===== src/rtl/bus_wdt_pkg.sv =====
package bus_wdt_pkg;
  localparam int unsigned KEY_W = 4;
  localparam logic [KEY_W-1:0] WDT_OFF_KEY = 4'b1011;

  typedef struct packed {
    logic if_rst;
    logic port_off;
  } wdt_act_t;
endpackage


===== src/rtl/bus_wdt_sync.sv =====
module bus_wdt_sync #(
  parameter int unsigned STAGES = 2
) (
  input  logic clk_i,
  input  logic rst_ni,
  input  logic scl_i,
  output logic edge_o
);
  // sh[STAGES-1] is the synchronized level, sh[STAGES] its previous value
  logic [STAGES:0] sh_q;

  always_ff @(posedge clk_i or negedge rst_ni) begin
    if (!rst_ni) sh_q[0] <= 1'b1;
    else         sh_q[0] <= scl_i;
  end

  for (genvar i = 1; i <= STAGES; i++) begin : g_stage
    always_ff @(posedge clk_i or negedge rst_ni) begin
      if (!rst_ni) sh_q[i] <= 1'b1;
      else         sh_q[i] <= sh_q[i-1];
    end
  end

  assign edge_o = sh_q[STAGES] ^ sh_q[STAGES-1];
endmodule


===== src/rtl/bus_wdt_timer.sv =====
module bus_wdt_timer #(
  parameter int unsigned TICKS = 2000,
  localparam int unsigned CNT_W = (TICKS > 1) ? $clog2(TICKS) : 1
) (
  input  logic             clk_i,
  input  logic             rst_ni,
  input  logic             tick_i,
  input  logic             edge_i,
  output logic             fire_o,
  output logic [CNT_W-1:0] cnt_o,
  output logic             armed_o
);
  localparam logic [CNT_W-1:0] LAST = CNT_W'(TICKS - 1);

  logic [CNT_W-1:0] cnt_q;
  logic             armed_q;

  assign fire_o = armed_q & tick_i & ~edge_i & (cnt_q == LAST);

  always_ff @(posedge clk_i or negedge rst_ni) begin
    if (!rst_ni) begin
      cnt_q   <= '0;
      armed_q <= 1'b1;
    end else if (edge_i) begin
      cnt_q   <= '0;
      armed_q <= 1'b1;
    end else if (fire_o) begin
      cnt_q   <= '0;
      armed_q <= 1'b0;   // hold off until the line moves again
    end else if (armed_q && tick_i) begin
      cnt_q   <= cnt_q + 1'b1;
    end
  end

  assign cnt_o   = cnt_q;
  assign armed_o = armed_q;
endmodule


===== src/rtl/bus_wdt_ctrl.sv =====
module bus_wdt_ctrl
  import bus_wdt_pkg::*;
(
  input  logic             clk_i,
  input  logic             rst_ni,
  input  logic             fire_i,
  input  logic             key_we_i,
  input  logic [KEY_W-1:0] key_wdata_i,
  input  logic             stat_we_i,
  input  logic             stat_wdata_i,
  output wdt_act_t         act_o,
  output logic             stat_o,
  output logic [KEY_W-1:0] key_o
);
  logic [KEY_W-1:0] key_q;
  logic             stat_q;
  wdt_act_t         act_q;
  logic             armed;

  assign armed = (key_q != WDT_OFF_KEY);

  always_ff @(posedge clk_i or negedge rst_ni) begin
    if (!rst_ni) key_q <= WDT_OFF_KEY;
    else if (key_we_i) key_q <= key_wdata_i;
  end

  always_ff @(posedge clk_i or negedge rst_ni) begin
    if (!rst_ni)                        stat_q <= 1'b0;
    else if (fire_i)                    stat_q <= 1'b1;  // set wins over clear
    else if (stat_we_i && !stat_wdata_i) stat_q <= 1'b0;
  end

  always_ff @(posedge clk_i or negedge rst_ni) begin
    if (!rst_ni) act_q <= '0;
    else begin
      act_q.if_rst   <= fire_i & armed;
      act_q.port_off <= fire_i & armed;
    end
  end

  assign act_o  = act_q;
  assign stat_o = stat_q;
  assign key_o  = key_q;
endmodule


===== src/rtl/bus_wdt.sv =====
module bus_wdt
  import bus_wdt_pkg::*;
#(
  parameter int unsigned TIMEOUT_TICKS = 2000,
  parameter int unsigned SYNC_STAGES   = 2,
  localparam int unsigned CNT_W = (TIMEOUT_TICKS > 1) ? $clog2(TIMEOUT_TICKS) : 1
) (
  input  logic             clk_i,
  input  logic             rst_ni,
  input  logic             scl_i,
  input  logic             tick_i,
  input  logic             key_we_i,
  input  logic [KEY_W-1:0] key_wdata_i,
  input  logic             stat_we_i,
  input  logic             stat_wdata_i,
  output logic             if_rst_o,
  output logic             port_off_o,
  output logic             wdt_stat_o
);
  logic             scl_edge;
  logic             fire;
  logic [CNT_W-1:0] cnt;
  logic             armed;
  logic [KEY_W-1:0] key_q;
  wdt_act_t         act;

  bus_wdt_sync #(.STAGES(SYNC_STAGES)) u_sync (
    .clk_i  (clk_i),
    .rst_ni (rst_ni),
    .scl_i  (scl_i),
    .edge_o (scl_edge)
  );

  bus_wdt_timer #(.TICKS(TIMEOUT_TICKS)) u_timer (
    .clk_i   (clk_i),
    .rst_ni  (rst_ni),
    .tick_i  (tick_i),
    .edge_i  (scl_edge),
    .fire_o  (fire),
    .cnt_o   (cnt),
    .armed_o (armed)
  );

  bus_wdt_ctrl u_ctrl (
    .clk_i        (clk_i),
    .rst_ni       (rst_ni),
    .fire_i       (fire),
    .key_we_i     (key_we_i),
    .key_wdata_i  (key_wdata_i),
    .stat_we_i    (stat_we_i),
    .stat_wdata_i (stat_wdata_i),
    .act_o        (act),
    .stat_o       (wdt_stat_o),
    .key_o        (key_q)
  );

  assign if_rst_o   = act.if_rst;
  assign port_off_o = act.port_off;
endmodule


===== config.mk =====
export PLATFORM = sky130hd
export DESIGN_NAME = bus_wdt
export DESIGN_NICKNAME = d
export VERILOG_FILES = /design/src/rtl/bus_wdt_pkg.sv /design/src/rtl/bus_wdt_sync.sv /design/src/rtl/bus_wdt_timer.sv /design/src/rtl/bus_wdt_ctrl.sv /design/src/rtl/bus_wdt.sv
export SDC_FILE = /design/constraint.sdc
export NUM_CORES = 1
export LEC_CHECK = 0
export ABC_CLOCK_PERIOD_IN_PS = 1500
export BUFFER_PORTS_ARGS = -buffer_cell sky130_fd_sc_hd__buf_4
export CORE_MARGIN = 5
export CORE_UTILIZATION = 49
export DETAILED_ROUTE_END_ITERATION = 10
export GPL_ROUTABILITY_DRIVEN = 1
export GPL_TIMING_DRIVEN = 0
export PLACE_DENSITY_LB_ADDON = 0.2
export SETUP_SLACK_MARGIN = 0.02
export SLEW_MARGIN = 20
export SYNTH_ARGS = -nofsm -noshare
export SYNTH_HDL_FRONTEND = slang
export SYNTH_SLANG_ARGS = --single-unit

===== constraint.sdc =====
create_clock -name clk_i -period 1.5 [get_ports clk_i]
set_input_delay 0.075 -clock clk_i [delete_from_list [all_inputs] [get_ports clk_i]]
set_output_delay 0.075 -clock clk_i [all_outputs]
set_load 0.005 [all_outputs]

==> results of run 1 <==
==> power breakdown <==
| part | internal (mW) | switching (mW) | total, mW |
|---|---|---|---|
| Combinational | 0.0841 | 0.0683 | 0.152 |
| Sequential | 0.598 | 0.0159 | 0.614 |
| Clock | 0.104 | 0.176 | 0.280 |
| Total | 0.786 | 0.260 | 1.05 |
==> synth_stat cells, drive strengths merged <==
library cell,instances
o21a,1
xnor2,6
a211oi,4
inv,3
o31ai,3
or2b,1
mux2,3
o2111ai,1
o21ai,4
nor2,7
a21oi,3
nand4b,1
xor2,3
dfstp,7
and2,1
a41oi,1
ha,1
nand2,6
nor4,1
a21o,1
buf,2
nand3,5
nand4,3
dfrtp,14
or4,2
==> per-layer routing <==
layer	share of wire, %	up-vias
met5	0	-
met4	3.2	0
met3	4.3	4
met2	48	17
met1	45	360
li1	-	368
==> registers in the layout, summed over array words and instances (netlist names) <==
register         flops
u_ctrl.stat_o        1
u_timer.cnt_o       11
u_ctrl.act_o         1
u_ctrl.key_o         4
u_timer.armed_o      1
u_sync.sh_q          3
==> cells in the final DEF, fill, tap and decap left out, drive strengths merged, types with 2 or more instances in the layout <==
cell and instances:
buf 25, dfrtp 14, nor2 7, dfstp 7, dlygate4sd3 6, nand2 6
xnor2 6, nand3 5, a211oi 4, o21ai 4, clkbuf 4, inv 3
nand4 3, o31ai 3, mux2 3, a21oi 3, xor2 3, or4 2
==> logic make-up after synthesis <==
logic type / share of synthesized area, %
xor gates and xnor gates: 9.020
DFF: 55.82
muxes: 3.529
and+or+nand+nor: 14.90
buffers and inverters: 2.483
AOI/OAI and AO/OA: 12.94
adders and majority gates: 1.307
==> through the flow <==
stage,hold WS [ps],cells
6_report,-0.4157,144
5_1_grt,-3.794,144
4_1_cts,4.479,143
3_5_place_dp,-29.09,124
3_3_place_gp,-32.71,124
2_1_floorplan,-220.6,84
==> final cells by class <==
class,count,area [µm²],area share [%]
buffer,2,18.77,1.429
clock buffer,4,26.28,2.000
inverter,3,11.26,0.8571
multi-input combinational,58,456.7,34.76
sequential,21,534.3,40.67
tap,27,33.78,2.571
timing repair buffer,29,232.7,17.71
==> worst min-delay path by stage <==
stage | from | to | cells past startpoint
CTS | key_wdata_i[0] | u_ctrl.key_o[0] | 2
global route | key_wdata_i[0] | u_ctrl.key_o[0] | 2
global placement | rst_ni | u_ctrl.key_o[2] | 1
floorplan | rst_ni | u_ctrl.act_o[0] | 0
detailed placement | rst_ni | u_ctrl.key_o[2] | 1
finish | key_wdata_i[0] | u_ctrl.key_o[0] | 2
==> timing repair <==
action | 4_1_cts | 5_1_grt
hold endpoints to repair | 25 | 0
setup buffers | 9 | 1
resized for setup | 5 | 4
hold buffers | 6 | 0
pin swaps | 4 | 1
setup endpoints to repair | 10 | 12
==> reports/metrics.sh, run 1 <==
CORE_AREA_UM2=1902
ROUTABILITY_CONGESTION=0.7985
WORSTSETUPPATHTYPE='reg -> reg'
ROW_COUNT=16
WORST_SLACK_PS=-55.05
CLOCK_BUFFERS_CREATED_BY_TRITONCTS=3
POWER.LEAKAGE_nW=0.5461
SETUP.WORST_PATH.START_CLASS='flip-flop'
CLOCK_PATH_BUFFERS=2
FMAX_GHz=0.6431
CTSHTREEMAXLEVEL=1
NUM-FILL-CELLS=131
FAILED_CHECKS='negative hold slack, negative setup slack'
YOSYS.AREA.TOP_TYPE='sky130_fd_sc_hd__dfrtp_1'
SETUP_TNS_FINAL_PS=-77.70
RESULT_OF_THE_RUN='finished, violations left'
WORST_SETUP_PATH_STARTPOINT='u_sync.sh_q[1]'
CP_SLOWEST_STAGE_DELAY_PS=600
DRV.MAX_CAP_VIOLATION_COUNT=0
DRT_FIRST_PASS_ITERS=4
CLOCK_INSERTION_DELAY_WORST_SKEW_PS=310
DRIVE_GT1_SHARE_PCT=40.17
NETLIST_AREA_UM2=957.2
POST-ROUTE-DRC-COUNT=0
CRIT_BUF_INV=0
CRIT_FANOUT=4
PATH_CELLS='xnor2_4 > a21o_1 > or4_4 > a21oi_2'
DETAIL_ROUTE.ITER0.VIOLATIONS=12
YOSYSWARNINGS=0
TRITONCTS='yes'
FP.DIEAREA_UM2=2937
PWR_DENSITY_CELL_nW_PER_UM2=795.9
SYNTH_AREA_PER_CELL_UM2=11.39
POST_SYNTHESIS_CELLS=84
PORTBUFFERS=13
TIMING.CRITICAL_PATH.REQUIRED_PS=1750
VIAS=749
TIMING.FINAL.MAX_SLEW_VIOLATIONS=0
FINAL_COUNT_OF_HOLD_TIMING_VIOLATIONS=1
START_UTIL_PCT=50.33
SYNTH_CELL_TYPES=30
MIN_PATH_TYPE='in -> reg'
DPL_CELL_AREA_UM2=1111
DPL.HPWL_UM=1249
FINAL_CELL_AREA_UM2=1314
GROUTE.LAYER.MET3.USAGE_PCT=2.770
CRITPATHTOPFAMILY='flip-flops'
DETAIL_ROUTE.VIAS_PER_CELL=5.201
ARRIVAL_PS=1810
SIGNED_AREA_CHANGE_FROM_THE_SYNTHESIZED_NETLIST_TO_THE_FINAL_LAYOUT_PCT=37.25
TIMING.FINAL.CRIT_SHARE_PCT=103.7
TIMING.CRITICAL_PATH.DEPTH=4
GRT_MAX_DEGREE=22
CRITPATHCAPTURETYPE='flip-flop'
CLK_ROOT_BUFFER_CELL='sky130_fd_sc_hd__clkbuf_4'
FINAL_CORE_UTILIZATION_PCT=69.08
YOSYSTOPAREACELLSHARE_PCT=36.60
POWER.IR.VDD_WORST_mV=0.7406
FIN_TOTAL_PWR_mW=1.046
REPORT.FINAL.SETUP_VIOL=3
NET_COUNT_AFTER_SYNTHESIS=96
CRITICAL_PATH.REG2REG.STARTPOINT='u_sync.sh_q[1]'
RSZ0062_AT_GRT='true'
GLOBAL_ROUTE.USAGE.MET1_PCT=19.30
YOSYS-TOP-CELLS-AREA='sky130_fd_sc_hd__dfrtp_1, sky130_fd_sc_hd__dfstp_2, sky130_fd_sc_hd__xnor2_1, sky130_fd_sc_hd__mux2_2, sky130_fd_sc_hd__a211oi_1'
SLEW-LIMIT-HEADROOM_PCT=81.90
ANT_NETS=0
PATH_CLK_SLEW_PS=120
RR_WORST_DEPTH=4
WIRE_LENGTH_OF_THE_FIRST_GLOBAL_ROUTING_PASS_UM=3387
ROUTE.DETAILED.WL_PER_INST_UM=13.89
RR_ENDPOINT='u_timer.cnt_o[9]'
DIE_W_UM=54.20
TIMING.CRITICAL_PATH.SLOWEST_STAGE_CELL='sky130_fd_sc_hd__dfstp_2'
CTS.SINKS=21
CRIT_PATH_END='u_timer.cnt_o[9]'
NUM-NETS-FINAL=130
TIGHTEST_SLEW_PS=269.9
FIN_SKEW_PS=4.881
GRT-BUSIEST-LAYER='met2'
FIRST_GLOBAL_VIAS=789
FLOORPLAN.DIE.HEIGHT_UM=54.20
DRT_TOTAL_WL_UM=2000
R2R_SETUP_SLACK_PS=-60
GRT_REMAINING_OVERFLOW=0
PRE_CTS_WS_PS=-178.8
YOSYS_REGISTER_BITS=21
FINALHOLDWORSTSLACK_PS=-0.4157
GRTUSAGETOTAL_PCT=16.55
INSERTEDDIODECOUNT=0
IO_PINS=14
FINAL.MIN_CLOCK_PERIOD_PS=1555
YS_SEQ_AREA_SHARE_PCT=55.82
ANTENNA_FOUND_INITIAL=0
GRT.MET2_USAGE_PCT=27.69
(Power assumes the default switching activity.)
==> run 2, diff against run 1 <==
--- a/config.mk
+++ b/config.mk
@@ -5,7 +5,7 @@
 export SDC_FILE = /design/constraint.sdc
 export NUM_CORES = 1
 export LEC_CHECK = 0
-export ABC_CLOCK_PERIOD_IN_PS = 1500
+export ABC_CLOCK_PERIOD_IN_PS = 1400
 export BUFFER_PORTS_ARGS = -buffer_cell sky130_fd_sc_hd__buf_4
 export CORE_MARGIN = 5
 export CORE_UTILIZATION = 49
==> constraint.sdc (replaced) <==
create_clock -name clk_i -period 1.4 [get_ports clk_i]
set_input_delay 0.07 -clock clk_i [delete_from_list [all_inputs] [get_ports clk_i]]
set_output_delay 0.07 -clock clk_i [all_outputs]
set_load 0.005 [all_outputs]
==> run 2 against run 1 <==
  * The flow finishes with violations (negative setup slack)
  * Critical path depth grew 1
  * Routed wire length is 16% higher
  * Count of clock-buffer cells in the layout unchanged
  * Setup slack worse by 110 ps
  * Sequential share of layout area shrank 3.2 points
  * Cell area increased by 8.6%
  * Cell count is 4.9% higher
  * Die area unchanged
  * Critical path type unchanged
  * Largest power group unchanged
==> reports/metrics.sh, run 2 (same netlist as run 1, synthesis figures left out) <==
RESULT_OF_THE_RUN='finished, violations left'  # unchanged
FAILED_CHECKS='negative setup slack'  # was negative hold slack, negative setup slack
FMAX_GHz=0.6394  # was 0.6431 GHz
CP_SLOWEST_STAGE_DELAY_PS=470  # was 600 ps
TIMING.CRITICAL_PATH.REQUIRED_PS=1600  # was 1750 ps
FIN_SKEW_PS=4.773  # was 4.881 ps
WORSTSETUPPATHTYPE='reg -> reg'  # unchanged
TIMING.CRITICAL_PATH.SLOWEST_STAGE_CELL='sky130_fd_sc_hd__dfrtp_1'  # was sky130_fd_sc_hd__dfstp_2
GRT_MAX_DEGREE=22  # unchanged
GRT_REMAINING_OVERFLOW=0  # unchanged
START_UTIL_PCT=50.33  # unchanged
IO_PINS=14  # unchanged
DETAIL_ROUTE.ITER0.VIOLATIONS=26  # was 12
WORST_SLACK_PS=-164.0  # was -55.05 ps
GRT-BUSIEST-LAYER='met2'  # unchanged
CRITPATHCAPTURETYPE='flip-flop'  # unchanged
INSTANCES_NO_FILL=151  # was 144
VIAS=808  # was 749
DPL_CELL_AREA_UM2=1117  # was 1111 µm²
PATH_CELLS='nand4_1 > nor4_4 > or2b_1 > buf_6 > o21ai_2'  # was xnor2_4 > a21o_1 > or4_4 > a21oi_2
ANTENNA_FOUND_INITIAL=0  # unchanged
WIRE_LENGTH_OF_THE_FIRST_GLOBAL_ROUTING_PASS_UM=3525  # was 3387 µm
FINAL_CELL_MIX='sky130_fd_sc_hd__buf_4, sky130_fd_sc_hd__dfrtp_1, sky130_fd_sc_hd__dlygate4sd3_1, sky130_fd_sc_hd__dfstp_2, sky130_fd_sc_hd__xnor2_1'  # was sky130_fd_sc_hd__buf_4, sky130_fd_sc_hd__dfrtp_1, sky130_fd_sc_hd__nor2_1, sky130_fd_sc_hd__dfstp_2, sky130_fd_sc_hd__dlygate4sd3_1
POWER.IR.VDD_WORST_mV=0.6258  # was 0.7406 mV
FINAL_CELL_AREA_UM2=1426  # was 1314 µm²
CLOCK_BUFFERS_CREATED_BY_TRITONCTS=3  # unchanged
PORTBUFFERS=13  # unchanged
ROW_COUNT=16  # unchanged
SETUP.WORST_PATH.START_CLASS='flip-flop'  # unchanged
FINAL.MIN_CLOCK_PERIOD_PS=1564  # was 1555 ps
ROUTE.DETAILED.WL_PER_INST_UM=15.38  # was 13.89 µm
INSERTEDDIODECOUNT=0  # unchanged
FIRST_GLOBAL_VIAS=809  # was 789
GLOBAL_ROUTE.USAGE.MET1_PCT=20.24  # was 19.30%
TIMING.FINAL.MAX_SLEW_VIOLATIONS=0  # unchanged
CTS.SINKS=21  # unchanged
CRITPATHTOPFAMILY='simple AND/OR/NAND/NOR gates'  # was flip-flops
ARRIVAL_PS=1760  # was 1810 ps
POST-ROUTE-DRC-COUNT=0  # unchanged
TRITONCTS='yes'  # unchanged
PLACED_CELLS=124  # unchanged
FP.DIEAREA_UM2=2937  # unchanged
DPL.HPWL_UM=1211  # was 1249 µm
CLOCK_PATH_BUFFERS=2  # unchanged
SLEW-LIMIT-HEADROOM_PCT=79.85  # was 81.90%
FIN_TOTAL_PWR_mW=1.153  # was 1.046 mW
DRT_TOTAL_WL_UM=2322  # was 2000 µm
POWER.LEAKAGE_nW=0.5822  # was 0.5461 nW
CORE_AREA_UM2=1902  # unchanged
DRT_FIRST_PASS_ITERS=4  # unchanged
TIGHTEST_SLEW_PS=300.4  # was 269.9 ps
PWR_DENSITY_CELL_nW_PER_UM2=808.3  # was 795.9 nW/µm²
ROUTABILITY_CONGESTION=0.7828  # was 0.7985
CLK_ROOT_BUFFER_CELL='sky130_fd_sc_hd__clkbuf_4'  # unchanged
NUM-NETS-FINAL=137  # was 130
GRT.MET2_USAGE_PCT=28.29  # was 27.69%
LARGEST_REG_FLOPS=11  # unchanged
ANT_NETS=0  # unchanged
PATH_CLK_SLEW_PS=110  # was 120 ps
RSZ0062_AT_GRT='true'  # unchanged
DIE_W_UM=54.20  # unchanged
FINAL_CORE_UTILIZATION_PCT=75.00  # was 69.08%
FLOORPLAN.DIE.HEIGHT_UM=54.20  # unchanged
TIMING.FINAL.CRIT_SHARE_PCT=111.7  # was 103.7%
DRIVE_GT1_SHARE_PCT=50.00  # was 40.17%
CRIT_FANOUT=5  # was 4
GRTUSAGETOTAL_PCT=16.87  # was 16.55%
GROUTE.LAYER.MET3.USAGE_PCT=4.155  # was 2.770%
CTSHTREEMAXLEVEL=1  # unchanged
MIN_PATH_TYPE='in -> reg'  # unchanged
DETAIL_ROUTE.VIAS_PER_CELL=5.351  # was 5.201
CLOCK_INSERTION_DELAY_WORST_SKEW_PS=290  # was 310 ps
SIGNED_AREA_CHANGE_FROM_THE_SYNTHESIZED_NETLIST_TO_THE_FINAL_LAYOUT_PCT=49.02  # was 37.25%
FINAL_COMMON_CELL='sky130_fd_sc_hd__buf_4'  # unchanged
FINAL_COUNT_OF_HOLD_TIMING_VIOLATIONS=0  # was 1
REPORT.FINAL.SETUP_VIOL=11  # was 3
CRIT_BUF_INV=1  # was 0
SETUP_TNS_FINAL_PS=-1599  # was -77.70 ps
DRV.MAX_CAP_VIOLATION_COUNT=0  # unchanged
## run 2: cell count changes in the layout (fill, tap and decap cells not counted), sizes merged
cell,before,now
buf,25,30
dlygate4sd3,6,8
## run 2: repair_timing
item,4_1_cts,5_1_grt
endpoints found under the hold margin,27,0
pin swaps,13,3
cloned,1,0
buffers inserted,8,6
endpoints found under the setup margin,12,14
hold buffers,8,0
resized for setup,16,5
## run 2: per-layer routing
metal	part of all wire [%]	vias to the layer above	routed length, µm
li1	-	383	-
met1	44	402	1016
met2	51	19	1183
met3	4.4	4	102
met4	0.86	0	20
met5	0	-	0
## run 2: final cells by class
type,instances,area (µm²)
clock buffers,4,26.28
inverters,3,11.26
repair buffers,36,297.8
multi-input cells,58,504.2
fillers,120,475.5
plain buffers,2,18.77
well taps,27,33.78
flip-flops and latches,21,534.3
## run 2: stage by stage
step                      hold slack [ps]  worst slack, ps
after floorplan                    -225.6           -152.3
after global placement             -37.94           -200.0
after detailed placement           -31.57           -213.5
after CTS                           45.10           -164.2
after global routing                38.71           -235.2
final                               59.10           -164.0
## run 2: path summary, 6_finish.rpt
check                                 start           endpoint  slack [ps]  depth (start not counted)
max                        u_timer.cnt_o[6]   u_timer.cnt_o[1]        -160                          5
min                                key_we_i    u_ctrl.key_o[1]          60                          2
max reg2reg                u_timer.cnt_o[6]   u_timer.cnt_o[1]        -160                          5
min reg2reg                  u_sync.sh_q[0]     u_sync.sh_q[1]         360                          0
max in group asynchronous            rst_ni     u_sync.sh_q[2]         940                          2
min in group asynchronous            rst_ni  u_timer.cnt_o[10]         180                          2
## run 2: power breakdown
part | internal (mW) | leakage, nW | total (mW) | switching [mW]
clock | 0.111 | 0.0150 | 0.283 | 0.172
combinational | 0.115 | 0.301 | 0.207 | 0.0925
sequential | 0.641 | 0.266 | 0.663 | 0.0221
## run 2: worst reg2reg max path, cell delays in order (launching register included)
cell	delay, ps
sky130_fd_sc_hd__dfrtp_1	470
sky130_fd_sc_hd__nand4_1	230
sky130_fd_sc_hd__nor4_4	300
sky130_fd_sc_hd__or2b_1	240
sky130_fd_sc_hd__buf_6	160
sky130_fd_sc_hd__o21ai_2	60
